**config.mk**
```make
export PLATFORM = sky130hd
export DESIGN_NAME = sleep_ctl_reg
export DESIGN_NICKNAME = d
export VERILOG_FILES = /design/src/rtl/sleep_ctl_pkg.sv /design/src/rtl/sleep_ctl_regs.sv /design/src/rtl/sleep_ctl_state.sv /design/src/rtl/sleep_ctl_clkhold.sv /design/src/rtl/sleep_ctl_reg.sv
export SDC_FILE = /design/constraint.sdc
export NUM_CORES = 1
export LEC_CHECK = 0
export CAP_MARGIN = 10
export CORE_UTILIZATION = 35
export CTS_CLUSTER_DIAMETER = 100
export DETAILED_ROUTE_END_ITERATION = 7
export GPL_TIMING_DRIVEN = 0
export PLACE_DENSITY = 0.72
export SLEW_MARGIN = 20
export SYNTH_ARGS = -nofsm -noshare
export SYNTH_HDL_FRONTEND = slang
export SYNTH_SLANG_ARGS = --single-unit
export TNS_END_PERCENT = 100
```
**constraint.sdc**
```tcl
create_clock -name clk -period 0.9 [get_ports clk]
set_input_delay 0.09 -clock clk [delete_from_list [all_inputs] [get_ports clk]]
set_output_delay 0.09 -clock clk [all_outputs]
set_load 0.01 [all_outputs]
```
**src/rtl/sleep_ctl_pkg.sv**
```systemverilog
package sleep_ctl_pkg;
    localparam int REG_W   = 16;
    localparam int NCLK    = 2;
    localparam int B_FAST  = 15;
    localparam int B_CHOLD = 14;
    localparam int B_PHOLD = 13;
    localparam int B_GAIN  = 12;
    localparam int B_BIAS  = 11;
    localparam int B_TX    = 10;
    localparam int B_ALT   = 9;
    localparam int B_MODE  = 7;
    localparam int B_HOP   = 6;
    localparam int B_ACLR  = 5;
    localparam int B_FCLR  = 4;
    localparam int B_ARM   = 3;
    localparam int B_MUX   = 1;
    localparam int B_CMD   = 0;

    typedef enum logic [1:0] {
        SRCH_OFF  = 2'b00,
        SRCH_WIN  = 2'b01,
        SRCH_FULL = 2'b10,
        SRCH_RSVD = 2'b11
    } srch_mode_e;

    typedef struct packed {
        logic [REG_W-1:0] ctl;
    } regs_t;

    typedef struct packed {
        logic acq;
        logic frm;
        logic slp;
    } stat_t;
endpackage

```
**src/rtl/sleep_ctl_regs.sv**
```systemverilog
module sleep_ctl_regs
    import sleep_ctl_pkg::*;
(
    input  logic             clk,
    input  logic             rst_n,
    input  logic             sel,
    input  logic             wr,
    input  logic [REG_W-1:0] wdata,
    output logic [REG_W-1:0] ctl_q,
    output logic             acq_clr_p,
    output logic             frm_clr_p,
    output logic             slp_req_p
);
    regs_t r_d, r_q;
    logic  wr_en;

    always_comb begin
        wr_en     = sel & wr;
        r_d       = r_q;
        if (wr_en) r_d.ctl = wdata;
        // commands act on stored-bit transitions only
        acq_clr_p = wr_en &  r_q.ctl[B_ACLR] & ~wdata[B_ACLR];
        frm_clr_p = wr_en &  r_q.ctl[B_FCLR] & ~wdata[B_FCLR];
        slp_req_p = wr_en & ~r_q.ctl[B_CMD]  &  wdata[B_CMD] & wdata[B_ARM];
    end

    always_ff @(posedge clk) begin
        if (!rst_n) r_q <= '0;
        else        r_q <= r_d;
    end

    assign ctl_q = r_q.ctl;
endmodule

```
**src/rtl/sleep_ctl_state.sv**
```systemverilog
module sleep_ctl_state
    import sleep_ctl_pkg::*;
(
    input  logic clk,
    input  logic rst_n,
    input  logic acq_set,
    input  logic frm_set,
    input  logic acq_clr,
    input  logic frm_clr,
    input  logic slp_req,
    input  logic wake,
    output logic acq_flag,
    output logic frm_flag,
    output logic asleep
);
    stat_t s_d, s_q;

    always_comb begin
        s_d.acq = acq_set | (s_q.acq & ~acq_clr);
        s_d.frm = frm_set | (s_q.frm & ~frm_clr);
        if (wake)         s_d.slp = 1'b0;
        else if (slp_req) s_d.slp = 1'b1;
        else              s_d.slp = s_q.slp;
    end

    always_ff @(posedge clk) begin
        if (!rst_n) s_q <= '0;
        else        s_q <= s_d;
    end

    assign acq_flag = s_q.acq;
    assign frm_flag = s_q.frm;
    assign asleep   = s_q.slp;
endmodule

```
**src/rtl/sleep_ctl_clkhold.sv**
```systemverilog
module sleep_ctl_clkhold #(
    parameter int N = 2
) (
    input  logic         clk,
    input  logic         rst_n,
    input  logic [N-1:0] src,
    input  logic [N-1:0] hold_req,
    output logic [N-1:0] clk_out
);
    logic [N-1:0] gate_d, gate_q;

    for (genvar i = 0; i < N; i++) begin : g_hold
        // the hold may only change while the source sits high
        always_comb gate_d[i] = src[i] ? hold_req[i] : gate_q[i];
        assign clk_out[i] = src[i] | gate_q[i];
    end

    always_ff @(posedge clk) begin
        if (!rst_n) gate_q <= '0;
        else        gate_q <= gate_d;
    end
endmodule

```
**src/rtl/sleep_ctl_reg.sv**
```systemverilog
module sleep_ctl_reg
    import sleep_ctl_pkg::*;
(
    input  logic        clk,
    input  logic        rst_n,
    input  logic        sel,
    input  logic        wr,
    input  logic [15:0] wdata,
    output logic [15:0] rdata,
    input  logic        acq_set,
    input  logic        frm_set,
    input  logic        wake,
    input  logic        codec_src,
    input  logic        proc_src,
    output logic        codec_clk_o,
    output logic        proc_clk_o,
    output logic        acq_flag,
    output logic        frm_flag,
    output logic        asleep,
    output logic        synth_fast_o,
    output logic        bsync_lowgain_o,
    output logic        bias_en_o,
    output logic        tx_en_o,
    output logic        srch_alt_o,
    output logic [1:0]  srch_mode_o,
    output logic        hop_en_o,
    output logic [1:0]  mux_mode_o
);
    logic [REG_W-1:0] ctl;
    logic             acq_clr_p, frm_clr_p, slp_req_p;
    logic             codec_hold, proc_hold;
    logic [NCLK-1:0]  clk_src, clk_hold, clk_out;
    srch_mode_e       mode_raw;

    sleep_ctl_regs u_regs (
        .clk       (clk),
        .rst_n     (rst_n),
        .sel       (sel),
        .wr        (wr),
        .wdata     (wdata),
        .ctl_q     (ctl),
        .acq_clr_p (acq_clr_p),
        .frm_clr_p (frm_clr_p),
        .slp_req_p (slp_req_p)
    );

    sleep_ctl_state u_state (
        .clk      (clk),
        .rst_n    (rst_n),
        .acq_set  (acq_set),
        .frm_set  (frm_set),
        .acq_clr  (acq_clr_p),
        .frm_clr  (frm_clr_p),
        .slp_req  (slp_req_p),
        .wake     (wake),
        .acq_flag (acq_flag),
        .frm_flag (frm_flag),
        .asleep   (asleep)
    );

    assign codec_hold = ctl[B_CHOLD];
    assign proc_hold  = ctl[B_PHOLD];
    assign clk_src    = {proc_src, codec_src};
    assign clk_hold   = {asleep & proc_hold, asleep & codec_hold};

    sleep_ctl_clkhold #(.N(NCLK)) u_hold (
        .clk      (clk),
        .rst_n    (rst_n),
        .src      (clk_src),
        .hold_req (clk_hold),
        .clk_out  (clk_out)
    );

    assign codec_clk_o = clk_out[0];
    assign proc_clk_o  = clk_out[1];

    always_comb begin
        mode_raw        = srch_mode_e'(ctl[B_MODE +: 2]);
        srch_mode_o     = (mode_raw == SRCH_RSVD) ? SRCH_OFF : mode_raw;
        rdata           = sel ? ctl : '0;
        synth_fast_o    = ctl[B_FAST];
        bsync_lowgain_o = ctl[B_GAIN];
        bias_en_o       = ctl[B_BIAS];
        tx_en_o         = ctl[B_TX];
        srch_alt_o      = ctl[B_ALT];
        hop_en_o        = ctl[B_HOP];
        mux_mode_o      = ctl[B_MUX +: 2];
    end
endmodule

```
==> results of run 1 <==
==> through the flow <==
step,power [uW],worst slack (ns)
after floorplan,1200,0.184
after CTS,1920,-0.185
after detailed placement,1450,-1.01
after global placement,1450,-0.980
final,1950,-0.175
after global routing,2060,-0.220
==> final cells by class <==
type                    count  share of cell area, %
flip-flops and latches     21                   24.5
clock inverters             1                  0.275
multi-input cells          84                   33.7
inverters                   2                  0.412
repair buffers             61                   31.8
well taps                  31                   2.13
plain buffers              12                   5.91
clock buffers               3                   1.24
==> worst paths after layout <==
path | to | cells after the start | slack (ns) | start
worst max register to register | u_state.frm_flag | 3 | 0.05 | u_regs.ctl_q[4]
worst min-delay path | u_regs.ctl_q[10] | 3 | 0.34 | sel
worst min register to register | u_hold.gate_q[0] | 2 | 0.49 | u_hold.gate_q[0]
worst max-delay path | proc_clk_o | 2 | -0.18 | u_hold.gate_q[1]
==> synthesized netlist by cell type, drive strengths merged <==
cell type / count / share of area [%]
or2: 2 / 1.2
o21ai: 3 / 1.4
and3: 16 / 9.8
nand2b: 2 / 1.2
buf: 7 / 5.1
nand3: 2 / 0.92
inv: 2 / 0.69
dfxtp: 21 / 39
a21boi: 18 / 12
nor2b: 2 / 1.2
and2: 16 / 9.2
a21oi: 2 / 0.92
clkbuf: 5 / 2.4
nand4b: 1 / 0.81
and4b: 2 / 1.8
nand3b: 2 / 1.4
o21a: 16 / 11
==> power breakdown <==
| part | internal [uW] | switching (uW) | leakage (uW) |
|---|---|---|---|
| clock network | 166 | 294 | 0.0000177 |
| registers | 977 | 28.2 | 0.000180 |
| logic | 301 | 181 | 0.000651 |
==> state kept, by name, indices dropped and copies added (netlist names) <==
| register | count |
|---|---|
| u_regs.ctl_q | 16 |
| u_hold.gate_q | 2 |
| u_state.acq_flag | 1 |
| u_state.asleep | 1 |
| u_state.frm_flag | 1 |
==> metal layers <==
layer / wire length (um) / global-route usage [%]
met1: 1340 / 24.7
met2: 1570 / 35.7
met3: 163 / 2.90
met4: 22 / 6.46
met5: 0 / 0
==> cells by family (layout without fill, tap and decap cells) <==
family | count (synthesis) | after routing | synth area share, %
DFF | 21 | 21 | 38.7
AOI/OAI and AO/OA | 39 | 39 | 25.8
buffers and inverters | 14 | 79 | 8.17
and+or+nand+nor | 45 | 45 | 27.4
==> worst reg2reg max path, stage by stage, from the launching register on <==
cell	delay (ns)
dfxtp_2	0.34
buf_4	0.12
and4b_1	0.20
a21oi_2	0.12
==> repair_timing <==
action,in CTS,in global routing
setup buffers,6,0
gates cloned,0,0
gates resized for setup,170,23
hold buffers,0,0
pin swaps,2,1
endpoints found under the setup margin,50,31
==> results by group, run 1 <==
Run status
  – Status: complete, but fails checks
  – Violated checks: design-rule violations, negative setup slack

Synthesis
  – Number of synthesized register bits: 21
  – Post-Syn Instances: between 100 and 150
  – Avg Cell Area, Syn: just over 9 sq um
  – Post-Syn Area: 1090 sq um
  – Distinct cells, synth: 24
  – Syn nets: 144
  – Register area share after synthesis: between 30% and 40%
  – Synth warn: 0

Place
  – Cell Area, Placed: 1680 sq um
  – Dpl cells: 205
  – DP HPWL: between 2 and 2.5 mm
  – GP Congestion: a little over 0.7
  – # port buffers: 55

Floorplan
  – Die Y: about 58 um
  – Cell Rows: 19
  – Die W: ~58 um
  – Initial Util: 38.1%
  – Placeable Area: ~2900 sq um
  – Die Area: ~3300 sq um
  – I/O pin total: 56

Timing
  – Final Max Slew Viols: 0
  – Total negative slack: -1.95 ns
  – Worst-Margin Slew: about 0.3 ns
  – Final hold violations: 0
  – Post-route clock period utilization: 119%
  – Post-route clock skew: 0.00392 ns
  – RSZ-0062 raised after global routing: yes
  – Post-route minimum period: 1.08 ns
  – Final setup violation count: 22
  – Max_slew headroom: 80.2%
  – F_max: 0.930 GHz
  – Hold slack: 0.336 ns
  – Final setup margin: -0.175 ns

Job
  – Max-cap viol count: 0

Final layout
  – Reg area: 447 sq um
  – Fillers: approximately 250
  – Area of the multi-input gates: just over 600 sq um
  – Finished Layout Cells: around 220
  – Final nets: 210
  – Leading cell type in the layout, fill and taps excluded: buf_6
  – Most frequent cells in the layout: 27 x buf_6, 22 x clkdlybuf4s50_1, 21 x dfxtp_2
  – Share of cells above drive strength 1: about half
  – Area Growth Syn to Fin: 67.4%
  – Final design utilization: 63.8%
  – # diodes: 0
  – Design area: 1820 sq um

Critical path
  – CP Buf/Inv Count: 1
  – Worst Path Max Fanout: 2
  – Slowest-stage cell, CP: dfxtp_2
  – Crit path kind: reg2out
  – Delay-heaviest family, CP: flip-flops
  – WP data arrival: 0.99 ns
  – CP Cell Sequence: or2_4 > buf_6
  – Startpoint Class: flip-flop
  – Worst EP required: 0.81 ns
  – CP peak stage delay: roughly 0.35 ns
  – Element type at the critical path end: primary output

CTS
  – CTS root buf: clkbuf_4
  – Clock Latency Late Sink: 0.30 ns
  – CTS Buffer Depth: 2
  – Clock-pin transition on the worst setup and hold timing paths: between 0.1 and 0.15 ns
  – Clk sink count: 21
  – CTS tree: built
  – CTS buffer count: 3
  – H-tree levels: 1

Pwr
  – Max IR drop VDD: around 0.81 mV
  – LEAKAGE: around 0.00085 uW
  – Pwr dens: 1070 nW/um^2

Routing
  – Drt via density: 5.05
  – Routed Antenna Nets: 0
  – DRC: 4
  – DR vias: between 1000 and 1500
  – Wire length per cell: between 10 and 15 um
  – Detailed Routing Iterations Pass 1: 6
  – Total Routed Length: a little over 3 mm
  – Initial DRC count: 21

Global route
  – Largest net degree at the start of global routing: 13
  – GRT Util Overall: between 10% and 20%
  – Antenna violations before repair: 0
  – Global-route wire length before repair: around 5.2 mm
  – Number of global-route vias before repair: 1150
  – Total gr overflow: 0

Worst hold path
  – Hold Crit Class: in2reg
No activity file was read; power rests on OpenSTA's default activity.
==> run 2, diff against run 1 <==
--- a/config.mk
+++ b/config.mk
@@ -5,12 +5,14 @@
 export SDC_FILE = /design/constraint.sdc
 export NUM_CORES = 1
 export LEC_CHECK = 0
+export ABC_AREA = 1
 export CAP_MARGIN = 10
-export CORE_UTILIZATION = 35
+export CORE_UTILIZATION = 36
 export CTS_CLUSTER_DIAMETER = 100
+export CTS_CLUSTER_SIZE = 40
 export DETAILED_ROUTE_END_ITERATION = 7
 export GPL_TIMING_DRIVEN = 0
-export PLACE_DENSITY = 0.72
+export PLACE_DENSITY = 0.78
 export SLEW_MARGIN = 20
 export SYNTH_ARGS = -nofsm -noshare
 export SYNTH_HDL_FRONTEND = slang
==> run 2 against run 1 <==
The flow finishes with violations (negative setup slack). Maximum frequency rose by 8.8%. Worst setup slack improved by 0.087 ns. Via count fell by 4.8%. Critical path depth rose by 1. Non-clock buffer count did not move. Sequential cell count did not move. Synthesized cell count rose by 13%. Clock power fell by 4%. Core utilization rose by 4.5 points. Routed wire length fell by 17%. Highest routed layer unchanged.
==> results by group, run 2 <==
Timing
  – Post-route minimum period: 0.989 ns (was 1.08 ns)
  – Hold slack: 0.134 ns (was 0.336 ns)
  – Final Max Slew Viols: 0 (unchanged)
  – Worst-Margin Slew: 0.203 ns (was 0.297 ns)
  – Final setup margin: -0.0886 ns (was -0.175 ns)
  – Max_slew headroom: 86.5% (was 80.2%)
  – Final setup violation count: 22 (unchanged)
  – Post-route clock skew: 0.000577 ns (was 0.00392 ns)
  – Post-route clock period utilization: 110% (was 119%)
  – Final hold violations: 0 (unchanged)
  – F_max: 1.01 GHz (was 0.930 GHz)
  – RSZ-0062 raised after global routing: yes (unchanged)

Pwr
  – LEAKAGE: 0.000873 uW (was 0.000850 uW)
  – Pwr dens: 1240 nW/um^2 (was 1070 nW/um^2)
  – NetSw: 523 uW (was 503 uW)
  – Comb power frac: 24.8% (about the same)
  – Sw frac: 26.5% (was 25.9%)
  – Internal: 1450 uW (was 1440 uW)
  – Final Total Pwr: 1970 uW (was 1950 uW)
  – Clock power frac: 22.3% (was 23.6%)
  – Max IR drop VDD: 0.716 mV (was 0.811 mV)
  – Share of power burned in registers: 52.9% (was 51.6%)

CTS
  – Clock-pin transition on the worst setup and hold timing paths: 0.11 ns (was 0.12 ns)
  – CTS tree: built (unchanged)
  – Clk sink count: 21 (unchanged)
  – Clock Latency Late Sink: 0.29 ns (was 0.30 ns)
  – CTS Buffer Depth: 2 (unchanged)
  – CTS buffer count: 3 (unchanged)
  – H-tree levels: 1 (unchanged)
  – CTS root buf: clkbuf_4 (unchanged)
  – Post-CTS Hold Buffers: 0 (unchanged)

Global route
  – Number of global-route vias before repair: 963 (was 1150)
  – Antenna violations before repair: 0 (unchanged)
  – Total gr overflow: 0 (unchanged)
  – Global-route wire length before repair: 3.97 mm (was 5.16 mm)
  – Largest net degree at the start of global routing: 12 (was 13)
  – GRT Util Overall: 19.7% (was 20.0%)

Run status
  – Violated checks: negative setup slack (was design-rule violations, negative setup slack)
  – Status: complete, but fails checks (unchanged)

Place
  – Cell Area, Placed: 1510 sq um (was 1680 sq um)
  – # port buffers: 55 (unchanged)
  – DP HPWL: 1.87 mm (was 2.21 mm)
  – GP Congestion: 0.706 (was 0.718)
  – Pre-CTS setup slack: -0.840 ns (was -1.01 ns)

Floorplan
  – Initial Util: 39.7% (was 38.1%)
  – I/O pin total: 56 (unchanged)
  – Die W: 52.5 um (was 57.7 um)
  – Die Y: 52.5 um (was 57.7 um)
  – Placeable Area: 2320 sq um (was 2850 sq um)
  – Die Area: 2760 sq um (was 3330 sq um)
  – Cell Rows: 17 (was 19)

Synthesis
  – Register area share after synthesis: 45.7% (was 38.7%)
  – Avg Cell Area, Syn: 6.81 sq um (was 9.14 sq um)
  – Post-Syn Instances: 135 (was 119)
  – Distinct cells, synth: 15 (was 24)
  – Post-Syn Area: 920 sq um (was 1090 sq um)
  – Syn nets: 160 (was 144)
  – Synth Flop Type: dfxtp_1 (unchanged)
  – Post-synth top cells: 30 x nor2_1, 25 x inv_1, 24 x nand2_1 (was 21 x dfxtp_1, 16 x and2_1, 16 x o21a_1)
  – Post-synth top area share: 45.7% (was 38.7%)
  – Largest cells by area after synthesis: dfxtp_1 46%, nor2_1 12%, inv_1 10%, nand2_1 9.8%, o21ai_0 7.1% (was dfxtp_1 39%, o21a_1 11%, a21boi_0 9.7%, and2_1 9.2%, and3_1 6.3%)
  – Cell taking the most area after synthesis: dfxtp_1 (unchanged)
  – Synth warn: 0 (unchanged)
  – Post-synth EDFFs: 0 (unchanged)
  – Count leader, synth: nor2_1 (was dfxtp_1)
  – Ys async rst share: 0% (unchanged)
  – Number of synthesized register bits: 21 (unchanged)

Routing
  – DR vias: 1034 (was 1086)
  – Wire length per cell: 11.0 um (was 14.4 um)
  – DRC: 0 (was 4)
  – Initial DRC count: 27 (was 21)
  – Total Routed Length: 2.56 mm (was 3.10 mm)
  – Routed Antenna Nets: 0 (unchanged)
  – Detailed Routing Iterations Pass 1: 4 (was 6)
  – Drt via density: 4.44 (was 5.05)

Final layout
  – Share of cells above drive strength 1: 41.0% (was 51.1%)
  – # diodes: 0 (unchanged)
  – Area Growth Syn to Fin: 72.1% (was 67.4%)
  – Most frequent cells in the layout: 28 x nor2_1, 22 x buf_2, 21 x inv_1, 21 x clkdlybuf4s50_1, 20 x nand2_1 (was 27 x buf_6, 22 x clkdlybuf4s50_1, 21 x dfxtp_2)
  – Design area: 1580 sq um (was 1820 sq um)
  – Max reg flops: 16 (unchanged)
  – Leading cell type in the layout, fill and taps excluded: nor2_1 (was buf_6)
  – Final nets: 231 (was 210)

Worst hold path
  – Hold Path Cell Cnt: 3 (unchanged)
  – Hold Crit Class: in2reg (unchanged)
  – Worst min-delay path startpoint: rst_n (was sel)
  – WHS Endpoint: u_regs.ctl_q[4] (was u_regs.ctl_q[10])

Critical path
  – Element type at the critical path end: primary output (unchanged)
  – CP peak stage delay: 0.37 ns (was 0.35 ns)
  – Critical R2R Capture: u_state.asleep (was u_state.frm_flag)
  – WP data arrival: 0.90 ns (was 0.99 ns)
  – Delay-heaviest family, CP: flip-flops (unchanged)
  – Crit path kind: reg2out (unchanged)
  – CP Buf/Inv Count: 2 (was 1)
  – Slowest-stage cell, CP: dfxtp_2 (unchanged)
  – Internal reg-to-reg setup slack: 0.08 ns (was 0.05 ns)
  – Worst EP required: 0.81 ns (about the same)
  – FF-to-FF Start: u_regs.ctl_q[0] (was u_regs.ctl_q[4])
  – Worst Reg-to-Reg Cells: 5 (was 3)
  – Startpoint Class: flip-flop (unchanged)
  – CP Cell Sequence: inv_2 > nor2_1 > buf_2 (was or2_4 > buf_6)
  – Worst Path Max Fanout: 3 (was 2)

Job
  – Max-cap viol count: 0 (unchanged)
-- run 2: changes by cell type after synthesis, sizes merged, moves of 12 or more --
cell,change
and3,-16
a21boi,-18
inv,+24
and2,-16
o21a,-15
o21ai,+12
nand2,+25
nor2,+30
-- run 2: metrics by stage --
step	TNS, ns	instances	util [%]
2_1_floorplan	0	135	-
3_3_place_gp	-18.75	218	64.9
3_5_place_dp	-19.62	218	64.9
4_1_cts	-1.32	230	64.3
5_1_grt	-2.34	233	68.3
6_report	-1.12	233	68.3
-- run 2: worst max path at each step --
stage                           from          endpoint  slack, ns  cells after the start
floorplan            u_regs.ctl_q[5]  u_state.acq_flag       0.19                      5
global placement                 sel         rdata[15]      -0.82                      6
detailed placement               sel         rdata[15]      -0.84                      6
CTS                 u_hold.gate_q[0]       codec_clk_o      -0.10                      3
global route        u_hold.gate_q[0]       codec_clk_o      -0.15                      3
finish               u_regs.ctl_q[7]    srch_mode_o[0]      -0.09                      3
-- run 2: cells by family after synthesis --
| family | after synthesis | share of synthesized area, % |
|---|---|---|
| and+or+nand+nor | 56 | 23.3 |
| buffers and inverters | 33 | 16.6 |
| AOI/OAI and AO/OA | 25 | 14.4 |
| DFF | 21 | 45.7 |
-- run 2: repair_timing --
item / in CTS / in global routing
endpoints found under the hold margin: 0 / 0
setup buffers: 8 / 3
endpoints found under the setup margin: 36 / 36
pin swaps: 3 / 0
resized for setup: 155 / 19
-- run 2: worst min-delay path, stage by stage --
cell and delay (ns):
dlymetal6s2s_1 0.17, o21ai_0 0.09, a21oi_1 0.04
-- run 2: per-layer routing --
metal,wire (um),global-route usage [%],vias up
met5,0,0,-
met4,17,9.21,0
met3,197,4.64,2
met2,1280,33.3,41
met1,1070,23.2,449
li1,-,-,542
-- run 2: final cells by class --
type	instances	area [sq um]
well taps	28	35.0
repair buffers	66	534
inverters	26	97.6
plain buffers	7	75.1
multi-input cells	81	367
fillers	213	736
clock buffers	4	26.3
flip-flops and latches	21	448
-- run 2: power groups by stage --
stage / Combinational (uW) / Sequential [uW] / Clock, uW
final: 488 / 1040 / 440
after global routing: 537 / 1050 / 503
after CTS: 448 / 1040 / 452
after detailed placement: 474 / 1050 / 0
after global placement: 465 / 1040 / 0
after floorplan: 183 / 1050 / 0
